==> src/rtl/tg_pkg.sv <==
package tg_pkg;
   typedef enum logic [1:0] {
      M_RUN_MAIN   = 2'd0,
      M_RUN_SLOW   = 2'd1,
      M_STEP_UINST = 2'd2,
      M_STEP_PHASE = 2'd3
   } tg_mode_e;

   function automatic tg_mode_e tg_decode(input logic step_en, input logic by_phase,
                                          input logic slow);
      if (step_en) return by_phase ? M_STEP_PHASE : M_STEP_UINST;
      return slow ? M_RUN_SLOW : M_RUN_MAIN;
   endfunction
endpackage

==> src/rtl/tg_sync.sv <==
module tg_sync #(
   parameter int WIDTH  = 1,
   parameter int STAGES = 2,
   parameter bit EDGE   = 1'b0
) (
   input  logic             clk,
   input  logic             rst_n,
   input  logic [WIDTH-1:0] d,
   output logic [WIDTH-1:0] q,
   output logic [WIDTH-1:0] rise
);
   logic [STAGES-1:0][WIDTH-1:0] chain;

   always_ff @(posedge clk or negedge rst_n) begin
      if (!rst_n) chain <= '0;
      else        chain <= {chain[STAGES-2:0], d};
   end

   assign q = chain[STAGES-1];

   generate
      if (EDGE) begin : g_edge
         logic [WIDTH-1:0] prev;
         always_ff @(posedge clk or negedge rst_n) begin
            if (!rst_n) prev <= '0;
            else        prev <= q;
         end
         assign rise = q & ~prev;
      end else begin : g_level
         assign rise = '0;
      end
   endgenerate
endmodule

==> src/rtl/tg_src_sel.sv <==
module tg_src_sel
   import tg_pkg::*;
(
   input  logic clk,
   input  logic rst_n,
   input  logic pwr_fail,
   input  logic s_step_en,
   input  logic s_phase,
   input  logic s_slow,
   input  logic slow_rise,
   input  logic press,
   input  logic ph_zero,
   input  logic at_last,
   output logic tick
);
   tg_mode_e mode_q, mode_eff;
   logic     mstep_en, en_eff, armed;

   // a new selection only applies while the sequencer sits at T1
   assign mode_eff = ph_zero ? tg_decode(s_step_en, s_phase, s_slow) : mode_q;
   assign en_eff   = s_step_en && (mstep_en || ph_zero);

   always_comb begin
      tick = 1'b0;
      unique case (mode_eff)
         M_RUN_MAIN:   tick = 1'b1;
         M_RUN_SLOW:   tick = slow_rise;
         M_STEP_UINST: tick = armed;
         M_STEP_PHASE: tick = (press && en_eff) || (!en_eff && !ph_zero);
         default:      tick = 1'b0;
      endcase
      if (pwr_fail) tick = 1'b0;
   end

   always_ff @(posedge clk or negedge rst_n) begin
      if (!rst_n) begin
         mode_q   <= M_RUN_MAIN;
         mstep_en <= 1'b0;
         armed    <= 1'b0;
      end else begin
         mode_q   <= mode_eff;
         mstep_en <= en_eff;
         if (pwr_fail)
            armed <= 1'b0;
         else if (armed && tick && at_last)
            armed <= 1'b0;
         else if (!armed && press && en_eff && mode_eff == M_STEP_UINST)
            armed <= 1'b1;
      end
   end

   // the registered mode moves only across a boundary
   a_r8_mode_at_boundary: assert property (@(posedge clk) disable iff (!rst_n)
      !$stable(mode_q) |-> $past(ph_zero));
   // removing the step-enable switch drops the enable next cycle
   a_r7_enable_drop: assert property (@(posedge clk) disable iff (!rst_n)
      !s_step_en |=> !mstep_en);
endmodule

==> src/rtl/tg_phase_seq.sv <==
module tg_phase_seq #(
   parameter int NPH        = 5,
   parameter int SHORT_LAST = 3
) (
   input  logic           clk,
   input  logic           rst_n,
   input  logic           pwr_fail,
   input  logic           tick,
   input  logic           short_cycle,
   output logic [NPH-1:0] phase_stb,
   output logic           uinst_done,
   output logic           ph_zero,
   output logic           at_last
);
   localparam int PW = $clog2(NPH);
   localparam logic [PW-1:0] LAST_LONG  = PW'(NPH - 1);
   localparam logic [PW-1:0] LAST_SHORT = PW'(SHORT_LAST - 1);

   logic [PW-1:0] ph;

   assign ph_zero = (ph == '0);
   assign at_last = (ph == LAST_LONG) || (short_cycle && ph == LAST_SHORT);

   always_ff @(posedge clk or negedge rst_n) begin
      if (!rst_n) begin
         ph         <= '0;
         phase_stb  <= '0;
         uinst_done <= 1'b0;
      end else if (pwr_fail) begin
         ph         <= '0;
         phase_stb  <= '0;
         uinst_done <= 1'b0;
      end else begin
         phase_stb  <= tick ? (NPH'(1) << ph) : '0;
         uinst_done <= tick && at_last;
         if (tick) ph <= at_last ? '0 : ph + PW'(1);
      end
   end

   // never two phases at once
   a_r2_onehot: assert property (@(posedge clk) disable iff (!rst_n)
      $onehot0(phase_stb));
   // a finished microinstruction leaves the sequencer at T1
   a_r2_done_at_boundary: assert property (@(posedge clk) disable iff (!rst_n)
      uinst_done |-> ph_zero);
   // the boundary pulse goes only with a possible last phase
   a_r3_done_with_last: assert property (@(posedge clk) disable iff (!rst_n)
      uinst_done |-> (phase_stb[NPH-1] || phase_stb[SHORT_LAST-1]));
   // power-fail silences the strobes
   a_r9_pwr_quiet: assert property (@(posedge clk) disable iff (!rst_n)
      pwr_fail |=> (phase_stb == '0));
endmodule

==> src/rtl/tg_phase_ctrl.sv <==
module tg_phase_ctrl #(
   parameter int NPH         = 5,
   parameter int SHORT_LAST  = 3,
   parameter int SYNC_STAGES = 2,
   parameter int UAW         = 9,
   parameter logic [UAW-1:0] UADDR_RESET = UAW'(9'o200)
) (
   input  logic           clk,
   input  logic           rst_n,
   input  logic           pwr_fail,
   input  logic           sw_step_en,
   input  logic           sw_phase,
   input  logic           slow_sel,
   input  logic           maint_clk,
   input  logic           step_btn,
   input  logic           short_cycle,
   output logic [NPH-1:0] phase_stb,
   output logic           uinst_done,
   output logic           uaddr_force,
   output logic [UAW-1:0] uaddr_init
);
   generate
      if (NPH < 3 || NPH > 16) begin : g_bad_nph
         $error("NPH out of range");
      end
      if (SHORT_LAST < 1 || SHORT_LAST >= NPH) begin : g_bad_short
         $error("SHORT_LAST must lie below NPH");
      end
      if (SYNC_STAGES < 2) begin : g_bad_sync
         $error("SYNC_STAGES must be at least 2");
      end
   endgenerate

   logic [2:0] sw_q, sw_unused;
   logic [1:0] ev_q, ev_rise;
   logic       tick, ph_zero, at_last;

   tg_sync #(.WIDTH(3), .STAGES(SYNC_STAGES), .EDGE(1'b0)) i_sw_sync (
      .clk(clk), .rst_n(rst_n), .d({sw_step_en, sw_phase, slow_sel}),
      .q(sw_q), .rise(sw_unused));

   tg_sync #(.WIDTH(2), .STAGES(SYNC_STAGES), .EDGE(1'b1)) i_ev_sync (
      .clk(clk), .rst_n(rst_n), .d({maint_clk, step_btn}),
      .q(ev_q), .rise(ev_rise));

   tg_src_sel i_src (
      .clk(clk), .rst_n(rst_n), .pwr_fail(pwr_fail),
      .s_step_en(sw_q[2]), .s_phase(sw_q[1]), .s_slow(sw_q[0]),
      .slow_rise(ev_rise[1]), .press(ev_rise[0]),
      .ph_zero(ph_zero), .at_last(at_last), .tick(tick));

   tg_phase_seq #(.NPH(NPH), .SHORT_LAST(SHORT_LAST)) i_seq (
      .clk(clk), .rst_n(rst_n), .pwr_fail(pwr_fail), .tick(tick),
      .short_cycle(short_cycle), .phase_stb(phase_stb),
      .uinst_done(uinst_done), .ph_zero(ph_zero), .at_last(at_last));

   always_ff @(posedge clk or negedge rst_n) begin
      if (!rst_n) uaddr_force <= 1'b0;
      else        uaddr_force <= pwr_fail;
   end

   assign uaddr_init = uaddr_force ? UADDR_RESET : '0;

   // the force request follows a power-fail
   a_r9_force_follows: assert property (@(posedge clk) disable iff (!rst_n)
      pwr_fail |=> (uaddr_force && uaddr_init == UADDR_RESET));
endmodule

==> config.mk <==
export PLATFORM = sky130hd
export DESIGN_NAME = tg_phase_ctrl
export DESIGN_NICKNAME = d
export VERILOG_FILES = /design/src/rtl/tg_pkg.sv /design/src/rtl/tg_sync.sv /design/src/rtl/tg_src_sel.sv /design/src/rtl/tg_phase_seq.sv /design/src/rtl/tg_phase_ctrl.sv
export SDC_FILE = /design/constraint.sdc
export NUM_CORES = 1
export LEC_CHECK = 0
export BUFFER_PORTS_ARGS = -buffer_cell sky130_fd_sc_hd__buf_2
export CAP_MARGIN = 25
export CORE_MARGIN = 3
export CORE_UTILIZATION = 30
export CTS_CLUSTER_SIZE = 24
export DETAILED_ROUTE_END_ITERATION = 8
export SYNTH_ARGS = -nofsm -noshare
export SYNTH_HDL_FRONTEND = slang
export SYNTH_SLANG_ARGS = --single-unit
==> constraint.sdc <==
create_clock -name clk -period 2.5 [get_ports clk]
set_input_delay 0.25 -clock clk [delete_from_list [all_inputs] [get_ports clk]]
set_output_delay 0.25 -clock clk [all_outputs]
set_load 0.03 [all_outputs]
==> out/results.ini <==
[outcome]
outcome = finished clean

[cts]
htreeDepth = 1
clock_path_buffers = 2
hold_buffers = 1
cts_tree = yes
root_buffer = clkbuf_8
clkSinkCount = 26
cts_resized = 0
clk_pin_slew_ns = 0.08
insertion_delay_ns = 0.26
cts_setup_buffers = 0
cts_buffers = 3

[power_and_ir_drop]
peakVddDrop_mv = 0.3538
cellLeakagePower_nw = 0.6208
power_density_mw_per_mm2 = 896.4

[drt]
drc = 0
viasPerCell = 4.454
wire_per_inst_um = 11.14
drt-pass1-iter-count = 4
drt_wl_total_um = 1693
vias = 677
ant_nets = 0
first_iter_violations = 21

[synthesis]
synth_edf_count = 0
synth_area_leader_cell = dfrtp_1
synth_area_leaders = dfrtp_1 (58%), buf_4 (6.0%), ha_1 (5.5%)
ys_types = 31
synth_top_area_frac = 0.5759
synth_cells = 89
synth_area_per_cell_sq_um = 12.69
ys_warn_count = 0
ys_async_sr_fraction = 1.000
synth_area_sq_mm = 0.001130
synth_common_cells = dfrtp_1 (26), buf_4 (9), inv_1 (7)
synthFlopType = dfrtp_1
ys_seq_area_frac = 0.5759
ys_ff_latch = 26
synthMostInstantiatedCell = dfrtp_1

[timing]
grt_setup_unrepaired = no
drv_slew = 0
tns_ns = 0
worst_slew_pin_slew_ns = 0.7134
fmaxAchievable_mhz = 491.5
worst_clock_skew_ns = 0.0009584
slew_headroom = 0.5194
setup_violations = 0
post-route-period-util = 0.8139
period_minus_slack_ns = 2.035
hold_violations = 0

[final_layout]
finalNonFillerCells = 152
syn2layout_area_growth_pct = 12.74
nFillCells = 364
utilization = 0.3672
final_nets = 122
final_area_sq_mm = 0.001274
register_area_sq_um = 650.6
antenna_cells = 0
multi_input_area_sq_um = 407.9
drive_above_1_share = 0.2547

[die]
die_w_um = 67.37
fp.dieArea_sq_mm = 0.004539
core_sq_mm = 0.003468
floorplan.rows = 21
die_h_um = 67.37
pin_count = 25
start_util = 0.3258

[setup_path]
critPathLaunchType = flip-flop
crit_fanout = 6
ff2ff_setup_slack_ns = 0.47
crit_family = flip-flops
r2r-end = i_seq.ph[2]$_DFFE_PN0P_
crit_slowest_cell = dfrtp_1
worstPathRequired_ns = 2.67
endpoint_kind = flip-flop
worst-setup-path-type = reg -> reg
cp_data_arrival_time_ns = 2.20
ff2ff_path_depth = 7
worst-path-buf-inv = 1
r2r-start = i_seq.ph[0]$_DFFE_PN0P_
max_stage_delay_ns = 0.43
crit_path_cell_trace = inv_1, ha_1, nor2b_2, mux2_4, o211ai_4, nand2_4, o41ai_2

[place]
post-place-cells = 148
place_area_sq_mm = 0.001222
portBuffers = 16
globalplace.congestion = 0.8391
hpwl_um = 1261

[grt]
grt_max_degree = 27
grt_usage = 0.08966
antenna_found_initial = 0
grt_pass1_vias = 672
grt-ovfl-total = 0
grt_pass1_wl_um = 3015

[worst_hold_path]
min_path_type = in -> reg
whs_path_depth = 1
min-delay-start = sw_phase
whs_endpoint = i_sw_sync.chain[1]$_DFF_PN0_

[flow_run]
maxCapViolations = 0

-- cell type report --
class                   count  area share
repair buffers             17     0.07073
well taps                  46     0.04519
clock buffers               3     0.03242
multi-input cells          53      0.3202
flip-flops and latches     26      0.5108
inverters                   7     0.02063
-- worst max path at each step --
| stage | depth (start not counted) | startpoint | end |
|---|---|---|---|
| 2_1_floorplan | 7 | i_seq.ph[0]$_DFFE_PN0P_ | i_seq.ph[2]$_DFFE_PN0P_ |
| 3_3_place_gp | 7 | i_seq.ph[0]$_DFFE_PN0P_ | i_seq.ph[2]$_DFFE_PN0P_ |
| 3_5_place_dp | 7 | i_seq.ph[0]$_DFFE_PN0P_ | i_seq.ph[2]$_DFFE_PN0P_ |
| 4_1_cts | 7 | i_seq.ph[0]$_DFFE_PN0P_ | i_seq.ph[2]$_DFFE_PN0P_ |
| 5_1_grt | 7 | i_seq.ph[0]$_DFFE_PN0P_ | i_seq.phase_stb[1]$_DFF_PN0_ |
| 6_report | 7 | i_seq.ph[0]$_DFFE_PN0P_ | i_seq.ph[2]$_DFFE_PN0P_ |
-- worst register-to-register path, cell delays in order (launching register included) --
cell and delay [ns]:
dfrtp_1 0.43, inv_1 0.12, ha_1 0.24, nor2b_2 0.31
mux2_4 0.37, o211ai_4 0.11, nand2_4 0.10, o41ai_2 0.27
-- power by group --
part	total, mW	leakage (nW)	internal [mW]	switching, mW
registers	0.517	0.324	0.481	0.0358
clock network	0.223	0.0216	0.108	0.115
logic	0.402	0.275	0.149	0.253
total	1.14	0.621	0.738	0.404
-- logic make-up after synthesis --
family                     share of synthesized area
adders and majority gates                    0.05537
buffers and inverters                        0.08638
other                                       0.003319
and+or+nand+nor                               0.1340
AOI/OAI and AO/OA                             0.1096
DFF                                           0.5759
muxes                                        0.03544
-- flip-flops by register name, indices dropped and copies added (netlist names), 2 cells and up --
register / cells
i_src.mode_q: 2
i_sw_sync.chain: 3
i_sw_sync.q: 3
i_ev_sync.g_edge.prev: 2
i_ev_sync.chain: 2
i_ev_sync.q: 2
i_seq.phase_stb: 5
i_seq.ph: 3
-- per-stage QoR --
stage          setup WS (ns)  power, mW  hold slack (ns)
6_report              0.4652      1.142          0.08839
2_1_floorplan         0.6633     0.8464         -0.04559
3_3_place_gp          0.5489     0.9162           0.2723
5_1_grt               0.2650      1.230          0.08186
3_5_place_dp          0.4883     0.9273           0.2760
4_1_cts               0.4613      1.158          0.08162
-- metal layers --
metal / up-vias / wire [um] / GRT usage
li1: 327 / - / -
met1: 323 / 771 / 0.1154
met2: 23 / 778 / 0.1387
met3: 4 / 109 / 0.02163
met4: 0 / 34 / 0.04810
met5: - / 0 / 0
-- cell usage in the layout, fill, tap and decap left out, drive strengths merged --
cell type / instances
nand3b: 4
o21a: 2
o41ai: 1
nor2: 3
dfrtp: 26
o21ai: 2
a211o: 1
inv: 7
mux2i: 1
ha: 5
o211ai: 1
mux2: 2
nand3: 1
o221a: 1
o32ai: 1
a31oi: 1
nand4bb: 1
buf: 16
conb: 8
nor3: 2
o2111ai: 1
a311oi: 1
dlygate4sd3: 1
nor3b: 2
o31ai: 1
nand2: 4
and2: 1
clkbuf: 3
and3: 3
nand2b: 2
nor2b: 1
Note: power is estimated with default switching activity, not from simulation.
